==> src/rtl/pio24_pkg.sv <==
package pio24_pkg;

    localparam int PORT_W    = 8;
    localparam int NUM_PORTS = 3;
    localparam int LINES     = PORT_W * NUM_PORTS;
    localparam int NIB       = PORT_W / 2;
    localparam int GROUPS    = NUM_PORTS + 1;
    localparam int ADDR_W    = 6;
    localparam int SYNC_DEPTH = 2;

    localparam int PC0_BIT = 2 * PORT_W;
    localparam int PC4_BIT = 2 * PORT_W + NIB;

    localparam logic [ADDR_W-1:0] OFF_DIR = ADDR_W'(3);
    localparam logic [ADDR_W-1:0] OFF_ICR = ADDR_W'(32);

    typedef enum logic [1:0] {
        IM_OFF_A = 2'b00,
        IM_PC0   = 2'b01,
        IM_BOTH  = 2'b10,
        IM_OFF_B = 2'b11
    } irq_mode_e;

    typedef struct packed {
        logic [3:0] rsvd;
        logic       pend_hi;
        logic       pend_lo;
        irq_mode_e  mode;
    } icr_t;

    // group index of a line: A=0, B=1, C low nibble=2, C high nibble=3
    function automatic logic [LINES-1:0] expand_dir(input logic [GROUPS-1:0] d);
        logic [LINES-1:0] r;
        for (int i = 0; i < LINES; i++) begin
            int port;
            int grp;
            port = i / PORT_W;
            if (port < NUM_PORTS - 1) grp = port;
            else grp = (NUM_PORTS - 1) + (((i % PORT_W) >= NIB) ? 1 : 0);
            r[i] = d[grp];
        end
        return r;
    endfunction

    // bit 0 enables PC0, bit 1 enables PC4
    function automatic logic [1:0] src_enable(input irq_mode_e m);
        case (m)
            IM_PC0:  return 2'b01;
            IM_BOTH: return 2'b11;
            default: return 2'b00;
        endcase
    endfunction

endpackage

==> src/rtl/pio24_sync.sv <==
module pio24_sync #(
    parameter int W      = 24,
    parameter int STAGES = 2
) (
    input  logic         clk,
    input  logic         clr,
    input  logic [W-1:0] d,
    output logic [W-1:0] q
);
    logic [STAGES-1:0][W-1:0] st;

    always_ff @(posedge clk) begin
        if (clr) st <= '0;
        else begin
            st[0] <= d;
            for (int s = 1; s < STAGES; s++) st[s] <= st[s-1];
        end
    end

    assign q = st[STAGES-1];
endmodule

==> src/rtl/pio24_port_regs.sv <==
module pio24_port_regs
    import pio24_pkg::*;
(
    input  logic                 clk,
    input  logic                 cold_rst,
    input  logic                 wr_en,
    input  logic [ADDR_W-1:0]    addr,
    input  logic [PORT_W-1:0]    wdata,
    output logic [GROUPS-1:0]    dir_q,
    output logic [LINES-1:0]     latch_q
);
    for (genvar p = 0; p < NUM_PORTS; p++) begin : g_port
        always_ff @(posedge clk) begin
            if (cold_rst) latch_q[p*PORT_W +: PORT_W] <= '0;
            else if (wr_en && addr == ADDR_W'(p))
                latch_q[p*PORT_W +: PORT_W] <= wdata;
        end
    end

    always_ff @(posedge clk) begin
        if (cold_rst) dir_q <= '0;
        else if (wr_en && addr == OFF_DIR) dir_q <= wdata[GROUPS-1:0];
    end
endmodule

==> src/rtl/pio24_irq.sv <==
module pio24_irq
    import pio24_pkg::*;
(
    input  logic              clk,
    input  logic              clr,
    input  logic              wr_en,
    input  logic [ADDR_W-1:0] addr,
    input  logic [3:0]        wdata,
    input  logic [1:0]        src,
    output irq_mode_e         mode_q,
    output logic [1:0]        pend_q,
    output logic              irq
);
    logic [1:0] prev_q;
    logic [1:0] rise;
    logic [1:0] en;
    logic       wr_icr;

    assign rise   = src & ~prev_q;
    assign en     = src_enable(mode_q);
    assign wr_icr = wr_en && (addr == OFF_ICR);

    always_ff @(posedge clk) begin
        if (clr) begin
            mode_q <= IM_OFF_A;
            pend_q <= '0;
            prev_q <= '0;
        end else begin
            prev_q <= src;
            if (wr_icr) mode_q <= irq_mode_e'(wdata[1:0]);
            for (int k = 0; k < 2; k++)
                pend_q[k] <= (rise[k] & en[k]) | (pend_q[k] & ~(wr_icr & wdata[2+k]));
        end
    end

    assign irq = |(pend_q & en);
endmodule

==> src/rtl/pio24_ctrl.sv <==
module pio24_ctrl
    import pio24_pkg::*;
(
    input  logic              clk,
    input  logic              cold_rst,
    input  logic              warm_rst,
    input  logic              bus_wr,
    input  logic [5:0]        bus_addr,
    input  logic [7:0]        bus_wdata,
    output logic [7:0]        bus_rdata,
    input  logic [23:0]       pin_in,
    output logic [23:0]       pin_out,
    output logic [23:0]       pin_oe,
    output logic              irq
);
    logic              wr_ok;
    logic              soft_clr;
    logic [GROUPS-1:0] dir_w;
    logic [LINES-1:0]  latch_w;
    logic [LINES-1:0]  pin_s;
    logic [LINES-1:0]  view;
    irq_mode_e         mode_w;
    logic [1:0]        pend_w;
    icr_t              icr;

    assign wr_ok    = bus_wr & ~warm_rst & ~cold_rst;
    assign soft_clr = cold_rst | warm_rst;

    pio24_sync #(.W(LINES), .STAGES(SYNC_DEPTH)) u_sync (
        .clk (clk),
        .clr (soft_clr),
        .d   (pin_in),
        .q   (pin_s)
    );

    pio24_port_regs u_regs (
        .clk      (clk),
        .cold_rst (cold_rst),
        .wr_en    (wr_ok),
        .addr     (bus_addr),
        .wdata    (bus_wdata),
        .dir_q    (dir_w),
        .latch_q  (latch_w)
    );

    pio24_irq u_irq (
        .clk    (clk),
        .clr    (soft_clr),
        .wr_en  (wr_ok),
        .addr   (bus_addr),
        .wdata  (bus_wdata[3:0]),
        .src    ({pin_s[PC4_BIT], pin_s[PC0_BIT]}),
        .mode_q (mode_w),
        .pend_q (pend_w),
        .irq    (irq)
    );

    assign pin_oe  = expand_dir(dir_w);
    assign pin_out = latch_w;
    assign view    = (latch_w & pin_oe) | (pin_s & ~pin_oe);

    always_comb begin
        icr.rsvd    = '0;
        icr.pend_hi = pend_w[1];
        icr.pend_lo = pend_w[0];
        icr.mode    = mode_w;
        bus_rdata   = '0;
        for (int p = 0; p < NUM_PORTS; p++)
            if (bus_addr == ADDR_W'(p)) bus_rdata = view[p*PORT_W +: PORT_W];
        if (bus_addr == OFF_DIR) bus_rdata = PORT_W'(dir_w);
        if (bus_addr == OFF_ICR) bus_rdata = icr;
    end
endmodule

==> config.mk <==
export PLATFORM = sky130hd
export DESIGN_NAME = pio24_ctrl
export DESIGN_NICKNAME = d
export VERILOG_FILES = /design/src/rtl/pio24_pkg.sv /design/src/rtl/pio24_sync.sv /design/src/rtl/pio24_port_regs.sv /design/src/rtl/pio24_irq.sv /design/src/rtl/pio24_ctrl.sv
export SDC_FILE = /design/constraint.sdc
export NUM_CORES = 1
export LEC_CHECK = 0
export BUFFER_PORTS_ARGS = -buffer_cell sky130_fd_sc_hd__buf_2
export CORE_UTILIZATION = 50
export DETAILED_ROUTE_END_ITERATION = 6
export PLACE_DENSITY = 0.78
export SKIP_LAST_GASP = 1
export SYNTH_ARGS = -nofsm -noshare
export SYNTH_HDL_FRONTEND = slang
export SYNTH_SLANG_ARGS = --single-unit
==> constraint.sdc <==
create_clock -name clk -period 1.6 [get_ports clk]
set_clock_uncertainty 0.1 [all_clocks]
set_input_delay 0 -clock clk [delete_from_list [all_inputs] [get_ports clk]]
set_output_delay 0 -clock clk [all_outputs]
set_load 0.01 [all_outputs]
# Word level (Yosys, flattened, before mapping)

Index checks and enable logic that the tools add are counted.

$lt $le $gt $ge: 0
Multiplexer cells: 6
Div/mod/pow operators: 0
Bitwise operators: 22
Reduce and logical (&&, ||, !) cells: 7
Shifts and indexed selects: 0
Multiply operators: 0
Equal/unequal tests: 6
$add $sub $neg: 0

Operators by type and width:

| kind               | count |
|---|---|
| $and 24x24->24     | 2 |
| $mux 8             | 5 |
| $not 24->24        | 1 |
| $or 24x24->24      | 1 |
| $eq 6x2->1 const B | 2 |
| $and 1x1->1        | 8 |
| $eq 6x1->1 const B | 1 |
| $eq 6x6->1 const B | 1 |
| $logic_not 6->1    | 1 |
| $logic_and 1x1->1  | 5 |
| $and 2x2->2        | 2 |
| $not 1->1          | 4 |
| $pmux 2 s2         | 1 |
| $or 1x1->1         | 3 |
| $eq 2x1->1 const B | 1 |
| $eq 2x2->1 const B | 1 |
| $not 2->2          | 1 |
| $reduce_or 2->1    | 1 |

Memories: 0
Bits of input ports: 42
Bits in read-only memories: 0
Bits in latches: 0
Register bits after elaboration: 82
RAM bits: 0

# Logic depth before layout (Yosys ltp)

Depth in word-level cells: 8
Mapped depth: 6

# Cells and area by module

From an unflattened synthesis, not the netlist that was laid out.

Cells, all modules: 375
Area, all modules: 3,698.5 µm²

Modules (own cells, without submodules):

| module          | cells an instance | area each (µm²) | times used |
|---|---|---|---|
| pio24_sync      | 125               | 1,485.2         | 1 |
| pio24_port_regs | 116               | 1,161.1         | 1 |
| pio24_ctrl      | 104               | 762.0           | 1 |
| pio24_irq       | 30                | 290.3           | 1 |

# Worst setup path before layout

No wires, ideal clock.

Path type: register to output
Start: reg u_regs.dir_q[0]
End: out bus_rdata[3]
Arrival: 1.426 ns
Path slack: 0.074 ns
Cell stages (with the launch flop): 6
Buffers on the path: 1
Path through: dfxtp_1 -> buf_2 -> mux2i_1 -> nand2_1 -> o211a_1 -> a22o_2

Word-level cells in the longest chain between the ends: 8
Elaborated cells between the ends (all ways): 9

RTL lines:

| what                   | RTL line              | source |
|---|---|---|
| from (decl)            | pio24_port_regs.sv:9  | `output logic [GROUPS-1:0] dir_q,` |
| from (signal assigned) | pio24_port_regs.sv:22 | `else if (wr_en && addr == OFF_DIR) dir_q <= wdata[GROUPS-1:0];` |
| $not 24->24            | pio24_ctrl.sv:60      | `assign view = (latch_w & pin_oe) \| (pin_s & ~pin_oe);` |
| $and 24x24->24         | pio24_ctrl.sv:60      |  |
| $or 24x24->24 *        | pio24_ctrl.sv:60      |  |
| $mux 8 * (3 in a row)  | pio24_ctrl.sv:69      | `if (bus_addr == ADDR_W'(p)) bus_rdata = view[p*PORT_W +: PORT_W];` |
| $mux 8 *               | pio24_ctrl.sv:70      | `if (bus_addr == OFF_DIR) bus_rdata = PORT_W'(dir_w);` |
| $mux 8 *               | pio24_ctrl.sv:71      | `if (bus_addr == OFF_ICR) bus_rdata = icr;` |
| to (decl)              | pio24_ctrl.sv:10      | `output logic [7:0] bus_rdata,` |

Every way passes the cells marked *; elsewhere a longest branch is shown, timed or not.

# Final worst setup path

Start: reg u_regs.dir_q[0]
End: out bus_rdata[4]

Same word-level chain as after synthesis.

==> metrics.md <==
| Metric | Value |
|---|---|
| Outcome | complete, but fails checks |
| Violated checks | negative setup slack |
| Compound-Gate Fraction of Synth Area | 7.36% |
| Synth Flop Type | dfxtp_1 |
| Leak | between 2 and 2.5 nW |
| WP data arrival | 1640 ps |
| TritonCTS Buffers | 9 |
| Initial antenna violation count | 0 |
| Area leader, netlist | dfxtp_1 |
| Synth Area in XOR/XNOR | 0% |
| Clock sink total | 82 |
| Syn nets | 368 |
| Switching share of power | 23.8% |
| Final wirelength | 7500 um |
| Synthesized area | 0.00330 mm2 |
| Global Route Usage Sum | between 20% and 30% |
| Post-DR wirelength/cell | 14.1 um |
| Fin. Hold Viols | 0 |
| Hold WC Path Type | input port to flip-flop |
| Clk Latency, worst-skew pair | 360 ps |
| Relative slew slack | 77.5% |
| Clock transition at path regs | 90 ps |
| Internal power | about 0.0030 W |
| Minimum clock period | between 1500 and 2000 ps |
| Vias post-DR | between 2000 and 3000 |
| Row Count | 29 |
| Mux cell area share after synthesis | 13.7% |
| Yosys reg bits | 82 |
| Die ar. | 0.00692 mm2 |
| Core ar. | roughly 0.0063 mm2 |
| RSZ-0062 raised after global routing | yes |
| PD cells | 870 mW/mm2 |
| Seq/Total Area, Yosys | 49.8% |
| Starting Density | around 52% |
| Async SR Flop Fraction | 0% |
| Worst VDD drop | 0.761 mV |
| Actual slew at the worst max-slew pin | between 300 and 400 ps |
| CTS tree | done |
| Simple-Gate Fraction of Synth Area | between 20% and 30% |
| Max_cap viols | 0 |
| Share of layout cells above drive strength 1 | 33.6% |
| Most common cell in the netlist | dfxtp_1 |
| Syn Area/Cell | 10.1 um2 |
| CP max FO | 10 |
| Root Buffer | clkbuf_8 |
| Final instance area | 0.00448 mm2 |
| Crit end category | output port |
| Yosys cell types | 39 |
| Crit path kind | flip-flop to output port |
| Drt pass-1 iters | 4 |
| Final Core Density | between 70% and 80% |
| Max Freq | 0.574 GHz |
| Routed Antenna Nets | 0 |
| I/O pin count | 99 |
| Adder-cell share of the synthesized area | 0.380% |
| Final setup violation count | 8 |
| First-pass GRT wire length | roughly 12000 um |
| Ant. Diodes | 0 |
| Max H-tree Level | 3 |
| Area grow syn2layout | 35.7% |
| Net switching power | 0.000927 W |
| Worst setup margin | -141 ps |
| Cell Area, Placed | between 0.003 and 0.004 mm2 |
| WP data required | roughly 1500 ps |
| Total gr overflow | 0 |
| Port-buffer cells | 98 |
| Fin crit share | 109% |
| Detailed placement HPWL | 4960 um |
| Post-route DRC | 0 |
| NumNets Final | 494 |
| Mapped Cells | around 330 |
| Synth warn | 0 |
| Largest net degree at the start of global routing | approximately 50 |
| RePlAce Congestion | roughly 0.85 |
| Max-slew violation count | 0 |
| Top post-synthesis cells by area | dfxtp_1 (50%), mux2i_1 (13%), and2_1 (9.7%) |
| Maximum clock path buffer count | 2 |
| Die W | between 80 and 90 um |
| Comb pwr share | 7.1% |
| Sequential power share | 53.4% |
| Commonest cells post-synth | dfxtp_1 (82), and2_1 (51), mux2i_1 (44) |
| Worst Setup Start Kind | flip-flop |
| Top-area cell type share of the netlist area | 49.8% |
| Post-synth EDFFs | 0 |
| Largest family of logic cells by synthesized area | simple AND/OR/NAND/NOR gates |
| Clock power frac | 39.5% |
| Vias per inst | 4.93 |
| Detailed router's first-iteration violation count | approximately 150 |
| Vias in the first global route | 2415 |
| Die extent in y | 83.2 um |
-- layer usage --
metal / vias up / GRT usage (%) / part of all wire, %
met1: 1187 / 26.9 / 43
met4: 0 / 10.3 / 2.6
li1: 1320 / - / -
met3: 19 / 4.67 / 5.8
met5: - / 0 / 0
met2: 103 / 36.7 / 49
-- final timing paths --
kind              startpoint              end  slack [ps]  cells past startpoint
min                 cold_rst  u_regs.dir_q[2]          30                      3
max reg2reg  u_irq.mode_q[0]  u_irq.mode_q[0]         360                      3
min reg2reg    u_sync.st[16]     u_sync.q[16]         330                      1
max          u_regs.dir_q[0]     bus_rdata[4]        -140                      6
-- through the flow --
stage	setup TNS (ps)	std cells	worst slack [ps]	hold WS, ps	power, W
6_report	-618	533	-141	30.6	0.00389
2_1_floorplan	0	325	73.8	21.7	0.00224
3_3_place_gp	0	474	116	99.2	0.00233
3_5_place_dp	0	474	55.6	101	0.00234
5_1_grt	-1240	533	-208	42.6	0.00404
4_1_cts	-761	529	-125	20.5	0.00393
-- repair_timing --
action | CTS | global route
gates cloned | 0 | 0
setup endpoints to repair | 8 | 9
resized for setup | 12 | 7
buffers inserted | 3 | 4
hold buffers | 36 | 0
pin swaps | 3 | 6
endpoints found under the hold margin | 56 | 0
-- final cells by class --
type                            count  area [um2]
Fill cell                         470        1870
Sequential cell                    82        1650
Multi-Input combinational cell    199        1430
Timing Repair Buffer              153        1060
Clock buffer                        9         124
Tap cell                           77        96.3
Clock inverter                      7        88.8
Inverter                            6        22.5
-- power groups by stage --
stage | clock, W | sequential, W | combinational [W]
6_report | 0.00154 | 0.00208 | 0.000275
5_1_grt | 0.00165 | 0.00208 | 0.000302
4_1_cts | 0.00158 | 0.00208 | 0.000269
3_5_place_dp | 0 | 0.00213 | 0.000203
3_3_place_gp | 0 | 0.00213 | 0.000199
2_1_floorplan | 0 | 0.00213 | 0.000113
-- sequential cells by signal (all words and copies together) (netlist names) --
name	count
u_irq.mode_q	2
u_irq.pend_q	2
u_irq.prev_q	2
u_regs.dir_q	4
u_regs.latch_q	24
u_sync.q	24
u_sync.st	24
-- layout by cell type, fill, tap and decap left out, drive strengths merged, types with 2 or more instances in the layout --
master	Yosys	routed
nor3b	2	2
nor2	34	34
o21a	4	4
dfxtp	82	82
and2	51	51
a21oi	6	6
dlygate4sd3	0	36
o21ai	9	9
nand3b	3	3
inv	6	8
nand3	3	3
mux2i	44	44
clkbuf	11	9
buf	27	117
nor3	2	2
nand4	5	5
nor2b	6	6
a21boi	2	2
nand2	7	7
clkinv	0	3
a211oi	8	8
-- critical path: stages (launching register included) --
cell and delay [ps]:
dfxtp_4 390, buf_8 150, nor2b_1 170, a211oi_2 60, a211oi_1 220, o21a_1 160, buf_2 130
-- kinds of logic (layout without fill, tap and decap cells) --
group                      Yosys count  count (layout)
DFF                                 82              82
muxes                               45              45
AOI/OAI and AO/OA                   36              36
adders and majority gates            1               1
buffers and inverters               44             175
and+or+nand+nor                    117             117
(Power assumes the default switching activity.)
